**src/rtl/eeprom_pkg.sv**
```systemverilog
package eeprom_pkg;
  typedef enum logic [2:0] {
    ST_IDLE,
    ST_CTRL,
    ST_ADDR,
    ST_WDATA,
    ST_RDATA,
    ST_IGNORE
  } xfer_state_t;
endpackage

```
**src/rtl/i2c_line_sync.sv**
```systemverilog
module i2c_line_sync #(
  parameter int STAGES = 2
) (
  input  logic clk,
  input  logic rst,
  input  logic scl_i,
  input  logic sda_i,
  output logic sda_s,
  output logic scl_rise,
  output logic scl_fall,
  output logic start_det,
  output logic stop_det
);
  logic [STAGES-1:0] scl_pipe, sda_pipe;
  logic scl_q, sda_q, scl_s;

  always_ff @(posedge clk) begin
    if (rst) begin
      scl_pipe <= '1;
      sda_pipe <= '1;
      scl_q    <= 1'b1;
      sda_q    <= 1'b1;
    end else begin
      scl_pipe <= {scl_pipe[STAGES-2:0], scl_i};
      sda_pipe <= {sda_pipe[STAGES-2:0], sda_i};
      scl_q    <= scl_pipe[STAGES-1];
      sda_q    <= sda_pipe[STAGES-1];
    end
  end

  assign scl_s     = scl_pipe[STAGES-1];
  assign sda_s     = sda_pipe[STAGES-1];
  assign scl_rise  = scl_s & ~scl_q;
  assign scl_fall  = ~scl_s & scl_q;
  assign start_det = scl_s & scl_q & sda_q & ~sda_s;
  assign stop_det  = scl_s & scl_q & ~sda_q & sda_s;
endmodule

```
**src/rtl/eeprom_page_buf.sv**
```systemverilog
module eeprom_page_buf #(
  parameter int AW          = 8,
  parameter int PW          = 4,
  parameter int PROG_CYCLES = 1000
) (
  input  logic          clk,
  input  logic          rst,
  input  logic          clr,
  input  logic          wr_en,
  input  logic [PW-1:0] wr_off,
  input  logic [7:0]    wr_data,
  input  logic          commit,
  input  logic [AW-PW-1:0] commit_page,
  output logic          busy,
  output logic          mem_we,
  output logic [AW-1:0] mem_addr,
  output logic [7:0]    mem_wdata
);
  localparam int PAGE = 2 ** PW;
  localparam int CW   = $clog2(PROG_CYCLES + 1);

  logic [7:0]      slot [PAGE];
  logic [PAGE-1:0] filled;
  logic [CW-1:0]   tmr;
  logic [AW-PW-1:0] page_q;
  logic [PW-1:0]   idx;

  assign idx = tmr[PW-1:0];

  always_ff @(posedge clk) begin
    if (wr_en) slot[wr_off] <= wr_data;
  end

  always_ff @(posedge clk) begin
    if (rst) begin
      filled    <= '0;
      busy      <= 1'b0;
      tmr       <= '0;
      page_q    <= '0;
      mem_we    <= 1'b0;
      mem_addr  <= '0;
      mem_wdata <= '0;
    end else begin
      mem_we <= 1'b0;
      if (busy) begin
        tmr <= tmr + 1'b1;
        if (tmr < CW'(PAGE)) begin
          mem_we    <= filled[idx];
          mem_addr  <= {page_q, idx};
          mem_wdata <= slot[idx];
        end
        if (tmr == CW'(PROG_CYCLES - 1)) begin
          busy   <= 1'b0;
          filled <= '0;
        end
      end else if (commit) begin
        busy   <= 1'b1;
        tmr    <= '0;
        page_q <= commit_page;
      end
      if (clr) filled <= '0;
      else if (wr_en) filled[wr_off] <= 1'b1;
    end
  end
endmodule

```
**src/rtl/eeprom_array.sv**
```systemverilog
module eeprom_array #(
  parameter int AW = 8
) (
  input  logic          clk,
  input  logic          we,
  input  logic [AW-1:0] waddr,
  input  logic [7:0]    wdata,
  input  logic [AW-1:0] raddr,
  output logic [7:0]    rdata
);
  logic [7:0] mem [2**AW];

  always_ff @(posedge clk) begin
    if (we) mem[waddr] <= wdata;
    rdata <= mem[raddr];
  end
endmodule

```
**src/rtl/eeprom_i2c_slave.sv**
```systemverilog
module eeprom_i2c_slave
  import eeprom_pkg::*;
#(
  parameter logic [2:0] ADDR_SEL    = 3'b000,
  parameter int         MEM_DEPTH   = 256,
  parameter int         PAGE_BYTES  = 16,
  parameter int         PROG_CYCLES = 1000,
  parameter int         SYNC_STAGES = 2
) (
  input  logic clk,
  input  logic rst,
  input  logic scl_i,
  input  logic sda_i,
  output logic sda_oe
);
  localparam int         AW       = $clog2(MEM_DEPTH);
  localparam int         PW       = $clog2(PAGE_BYTES);
  localparam logic [3:0] DEV_TYPE = 4'b1010;

  logic sda_s, scl_rise, scl_fall, start_det, stop_det;

  i2c_line_sync #(.STAGES(SYNC_STAGES)) u_sync (
    .clk(clk), .rst(rst), .scl_i(scl_i), .sda_i(sda_i), .sda_s(sda_s),
    .scl_rise(scl_rise), .scl_fall(scl_fall),
    .start_det(start_det), .stop_det(stop_det)
  );

  xfer_state_t   state;
  logic [3:0]    bit_cnt;
  logic          ack_phase, host_ack, rnw, wrote;
  logic [7:0]    rx_sh, tx_sh, rd_data;
  logic [AW-1:0] ptr;
  logic          byte_done, ctrl_hit, buf_clr, buf_we, commit, prog_busy;
  logic          mem_we;
  logic [AW-1:0] mem_waddr;
  logic [7:0]    mem_wdata;

  assign byte_done = scl_fall && !ack_phase && bit_cnt == 4'd8;
  assign ctrl_hit  = rx_sh[7:4] == DEV_TYPE && rx_sh[3:1] == ADDR_SEL && !prog_busy;
  assign buf_clr   = byte_done && state == ST_ADDR;
  assign buf_we    = byte_done && state == ST_WDATA;
  assign commit    = stop_det && state == ST_WDATA && wrote;

  eeprom_page_buf #(.AW(AW), .PW(PW), .PROG_CYCLES(PROG_CYCLES)) u_page (
    .clk(clk), .rst(rst), .clr(buf_clr), .wr_en(buf_we),
    .wr_off(ptr[PW-1:0]), .wr_data(rx_sh), .commit(commit),
    .commit_page(ptr[AW-1:PW]), .busy(prog_busy),
    .mem_we(mem_we), .mem_addr(mem_waddr), .mem_wdata(mem_wdata)
  );

  eeprom_array #(.AW(AW)) u_array (
    .clk(clk), .we(mem_we), .waddr(mem_waddr), .wdata(mem_wdata),
    .raddr(ptr), .rdata(rd_data)
  );

  always_ff @(posedge clk) begin
    if (rst) begin
      state     <= ST_IDLE;
      bit_cnt   <= '0;
      ack_phase <= 1'b0;
      host_ack  <= 1'b0;
      rnw       <= 1'b0;
      wrote     <= 1'b0;
      rx_sh     <= '0;
      tx_sh     <= '0;
      ptr       <= '0;
      sda_oe    <= 1'b0;
    end else if (start_det) begin
      state     <= ST_CTRL;
      bit_cnt   <= '0;
      ack_phase <= 1'b0;
      wrote     <= 1'b0;
      sda_oe    <= 1'b0;
    end else if (stop_det) begin
      state     <= ST_IDLE;
      ack_phase <= 1'b0;
      sda_oe    <= 1'b0;
    end else if (scl_rise) begin
      if (ack_phase) host_ack <= ~sda_s;
      else if ((state == ST_CTRL || state == ST_ADDR || state == ST_WDATA) && bit_cnt < 4'd8) begin
        rx_sh   <= {rx_sh[6:0], sda_s};
        bit_cnt <= bit_cnt + 1'b1;
      end
    end else if (scl_fall) begin
      if (!ack_phase) begin
        case (state)
          ST_CTRL: if (bit_cnt == 4'd8) begin
            if (ctrl_hit) begin
              sda_oe    <= 1'b1;
              ack_phase <= 1'b1;
              rnw       <= rx_sh[0];
            end else begin
              state <= ST_IGNORE;
            end
          end
          ST_ADDR: if (bit_cnt == 4'd8) begin
            sda_oe    <= 1'b1;
            ack_phase <= 1'b1;
            ptr       <= rx_sh[AW-1:0];
          end
          ST_WDATA: if (bit_cnt == 4'd8) begin
            sda_oe    <= 1'b1;
            ack_phase <= 1'b1;
            wrote     <= 1'b1;
            ptr       <= {ptr[AW-1:PW], ptr[PW-1:0] + 1'b1};
          end
          ST_RDATA: begin
            if (bit_cnt == 4'd7) begin
              sda_oe    <= 1'b0;
              ack_phase <= 1'b1;
              ptr       <= ptr + 1'b1;
            end else begin
              sda_oe  <= ~tx_sh[3'd6 - bit_cnt[2:0]];
              bit_cnt <= bit_cnt + 1'b1;
            end
          end
          default: ;
        endcase
      end else begin
        ack_phase <= 1'b0;
        bit_cnt   <= '0;
        case (state)
          ST_CTRL: begin
            if (rnw) begin
              state  <= ST_RDATA;
              tx_sh  <= rd_data;
              sda_oe <= ~rd_data[7];
            end else begin
              state  <= ST_ADDR;
              sda_oe <= 1'b0;
            end
          end
          ST_ADDR: begin
            state  <= ST_WDATA;
            sda_oe <= 1'b0;
          end
          ST_RDATA: begin
            if (host_ack) begin
              tx_sh  <= rd_data;
              sda_oe <= ~rd_data[7];
            end else begin
              state  <= ST_IGNORE;
              sda_oe <= 1'b0;
            end
          end
          default: sda_oe <= 1'b0;
        endcase
      end
    end
  end
endmodule

```
**config.mk**
```make
export PLATFORM = sky130hd
export DESIGN_NAME = eeprom_i2c_slave
export DESIGN_NICKNAME = d
export VERILOG_FILES = /design/src/rtl/eeprom_pkg.sv /design/src/rtl/i2c_line_sync.sv /design/src/rtl/eeprom_page_buf.sv /design/src/rtl/eeprom_array.sv /design/src/rtl/eeprom_i2c_slave.sv
export SDC_FILE = /design/constraint.sdc
export NUM_CORES = 2
export LEC_CHECK = 0
export ABC_CLOCK_PERIOD_IN_PS = 6000
export BUFFER_PORTS_ARGS = -buffer_cell sky130_fd_sc_hd__buf_4
export CORE_MARGIN = 2
export CORE_UTILIZATION = 45
export CTS_CLUSTER_DIAMETER = 150
export DETAILED_ROUTE_END_ITERATION = 7
export PLACE_DENSITY = 0.71
export SYNTH_ARGS = -nofsm -noshare
export SYNTH_HDL_FRONTEND = slang
export SYNTH_SLANG_ARGS = --single-unit
export TNS_END_PERCENT = 20
```
**constraint.sdc**
```tcl
create_clock -name clk -period 6 [get_ports clk]
set_input_delay 0 -clock clk [delete_from_list [all_inputs] [get_ports clk]]
set_output_delay 0 -clock clk [all_outputs]
set_load 0.01 [all_outputs]
```
==> summary.txt <==
synth top area cells - edfxtp_1 (74%), mux4_2 (13%), dfxtp_1 (2.2%), mux2i_1 (2.0%), nor2_1 (1.6%)
RSZ-0062 raised after global routing - false
vias in the first global route - 44,270
# DRC - 0
Final period util - 0.7532
GRT Max-Usage Layer - met2
cts bufs inserted - 214
first-pass GRT wire length - 321.2 mm
sequential cell area fraction in the yosys report - 0.7584
DRT iter0 DRCs - 6,008
Worst EP arrival - 5.34 ns
final wirelength - 224.4 mm
initial antenna violation count - 7
fin crit period - 4.519 ns
height of the die - 448.1 um
Slowest-stage cell, CP - o311ai_0
Pleak - 0.02991 uW
Max stage delay on crit path - 1.05 ns
Final HPWL DP - 134.3 mm
Yosys reg bits - 2,274
GR Overflow Total - 0
Final Max Tran Viols - 0
Max-cap violations - 0
met1 usage - 0.3068
crit-path cells - buf_4, and2_2, buf_4, a22oi_1, and3_1, o311ai_0, a211o_1
Max Fanout on Critical Path - 36
ys flop type - edfxtp_1
Max Root-Sink Buffers - 3
fin nets - 4,466
Cell variety after synth - 70
area leader, netlist - edfxtp_1
Hold Vio Cnt, Final - 0
Placer Congestion - 0.9087
Pre-antenna DRT Iters - 6
met2 Use GR - 0.3365
I/O pin total - 5
CTS tree - built
CP Class - flop to flop
status - complete, no violations
Slew @ Worst Pin - 1.440 ns
Post-synth EDFFs - 2,176
cells after synthesis - 4,388
Worst setup SP type - flop
FFs w/ async S/R, synth - 0
Fmax - 221.3 MHz
Total GRT Usage - 0.2226
mapped cell area - 88,750 sq um
initial core utilization - 0.4514
clock transition at the registers of the reported paths - 0.06 ns
CP endpoint kind - flop
grt met3 use - 0.06469
clock net sink count - 2,274
clk root buf - clkbuf_16
CTS H-tree depth - 4
die area - 200,800 sq um
die width - 448.1 um
Synthesized Nets - 4,403
Synth warnings - 0
Setup crit end - u_array.rdata[5]$_DFF_P_
largest net degree at the start of global routing - 241
CP Launch Point - ptr[2]$_SDFFE_PP0P_
Avg Inst Size Synth - 20.22 sq um
R2R setup slack - 1.48 ns
Core Area - 196,600 sq um
Buffers on Ports - 4
vias per cell - 6.221
setup TNS - 0 ns
PwrDens - 309.0 nW/um^2
vias - 45,270
worst r2r path cells - 7
DR WL/cell - 30.83 um
post-route total power - 30,520 uW
area share of the largest cell type after synthesis - 0.7363
reg2reg start - ptr[2]$_SDFFE_PP0P_
row count - 163
share of cells above drive strength 1 - 0.2231
maximum vdd drop - 293.8 uV
postcts setup bufs - 0
commonest cells after routing, fill and taps aside - edfxtp_1 (2,176), mux4_2 (514), nor2_1 (385), clkbuf_16 (215), mux2i_1 (176)
worst endpoint required time - 6.83 ns
hold crit path type - input pin to flop
fillers - 15,440
most used cell, CP - buf_4
Antenna Nets Post-Route - 0
Finish-stage setup viols - 0
clk_skew - 0.06255 ns
synthesis-to-finish area growth - 11.29%
worst reg2reg endpoint - u_array.rdata[5]$_DFF_P_
leading cell type in the layout, fill and taps excluded - edfxtp_1
later-pin clock latency in the skew report - 0.88 ns
Slew headroom - 0.03722
## kinds of logic (layout without fill, tap and decap cells)
| group | after synthesis | after routing | share of synthesized area |
|---|---|---|---|
| AO/OA/AOI/OAI | 396 | 396 | 0.03247 |
| XOR/XNOR | 7 | 7 | 0.0006908 |
| adder cells (fa/ha/maj) | 11 | 11 | 0.001551 |
| buffers and inverters | 281 | 523 | 0.01621 |
| flip-flops | 2274 | 2274 | 0.7584 |
| multiplexers | 751 | 751 | 0.1580 |
| other | 0 | 7 | 0 |
| AND/OR/NAND/NOR | 668 | 668 | 0.03265 |
## synthesized netlist by cell type (all sizes together) (5+ instances only)
cell type and count:
mux2 61, a21oi 55, o311ai 5, nor2b 14
dfxtp 98, nor3 18, or2 11, a22o 13
a22oi 78, nand3b 8, and3b 6, nand2 122
nand4 10, o221ai 30, a211o 12, a221o 10
buf 132, and2 8, o21ai 38, inv 18
a31oi 16, o211ai 22, nor3b 10, edfxtp 2176
ha 11, nand3 44, clkbuf 131, and3 9
a221oi 37, nor2 386, mux4 514, a21o 6
a211oi 24, a31o 5, mux2i 176, nand2b 8
o22ai 23
## layout make-up
type                    instances  area, sq um  share of cell area
multi-input cells            1833        20030              0.2028
well taps                    2640         3303             0.03344
repair buffers                110         1041             0.01054
diodes                          7        17.52           0.0001774
clock buffers                 266         5633             0.05703
inverters                      18        67.56           0.0006841
flip-flops and latches       2274        67360              0.6820
clock inverters               129         1324             0.01340
## through the flow
stage | cells | util | setup WS, ns | hold slack, ns | area [sq um]
floorplan | 4388 | - | 1.747 | 0.1038 | 88750
global placement | 6867 | 0.4665 | 1.680 | 0.1913 | 91720
detailed placement | 6868 | 0.4665 | 1.681 | 0.1883 | 91720
CTS | 7270 | 0.5023 | 1.640 | 0.1780 | 98750
global route | 7271 | 0.5023 | 1.512 | 0.2627 | 98750
finish | 7277 | 0.5024 | 1.481 | 0.2352 | 98770
## flip-flops by register name (all words and copies together), names as in the netlist, 2 cells and up
register,flops
rx_sh,8
u_sync.sda_pipe,2
u_array.mem,2048
u_sync.scl_pipe,2
state,3
u_page.mem_wdata,8
ptr,8
u_page.tmr,10
u_page.filled,16
tx_sh,8
u_page.mem_addr,8
u_array.rdata,8
u_page.page_q,4
bit_cnt,4
u_page.slot,128
## report_power, final
part | leakage (uW) | internal [uW] | switching, uW | total, uW
Sequential | 0.0210 | 17100 | 2.78 | 17100
Clock | 0.00338 | 7370 | 6010 | 13400
Combinational | 0.00557 | 9.94 | 19.0 | 29.0
Total | 0.0299 | 24500 | 6030 | 30500
## worst max-delay path: cells and delay by family (launching register included)
kind | cells | cell delay (ns)
DFF | 1 | 0.84
buffers and inverters | 2 | 1.26
AOI/OAI and AO/OA | 3 | 1.44
and+or+nand+nor | 2 | 0.81
## how the worst min path moves through the flow
stage / depth (start not counted) / slack, ns / start / endpoint
2_1_floorplan: 1 / 0.10 / scl_i / u_sync.scl_pipe[0]$_SDFF_PP1_
3_3_place_gp: 2 / 0.19 / sda_i / u_sync.sda_pipe[0]$_SDFF_PP1_
3_5_place_dp: 2 / 0.19 / scl_i / u_sync.scl_pipe[0]$_SDFF_PP1_
4_1_cts: 3 / 0.18 / rst / host_ack$_SDFFE_PP0P_
5_1_grt: 3 / 0.26 / rst / host_ack$_SDFFE_PP0P_
6_report: 3 / 0.24 / rst / host_ack$_SDFFE_PP0P_
## timing repair
| item | in CTS | in global routing |
|---|---|---|
| hold buffers | 7 | 0 |
| endpoints found under the hold margin | 71 | 0 |
| gates resized for setup | 0 | 0 |
## routing by layer
metal | wire length, um | vias up
li1 | - | 18250
met1 | 86370 | 23850
met2 | 104100 | 2685
met3 | 25240 | 484
met4 | 8578 | 8
met5 | 49 | -
Note: power is estimated with default switching activity, not from simulation.
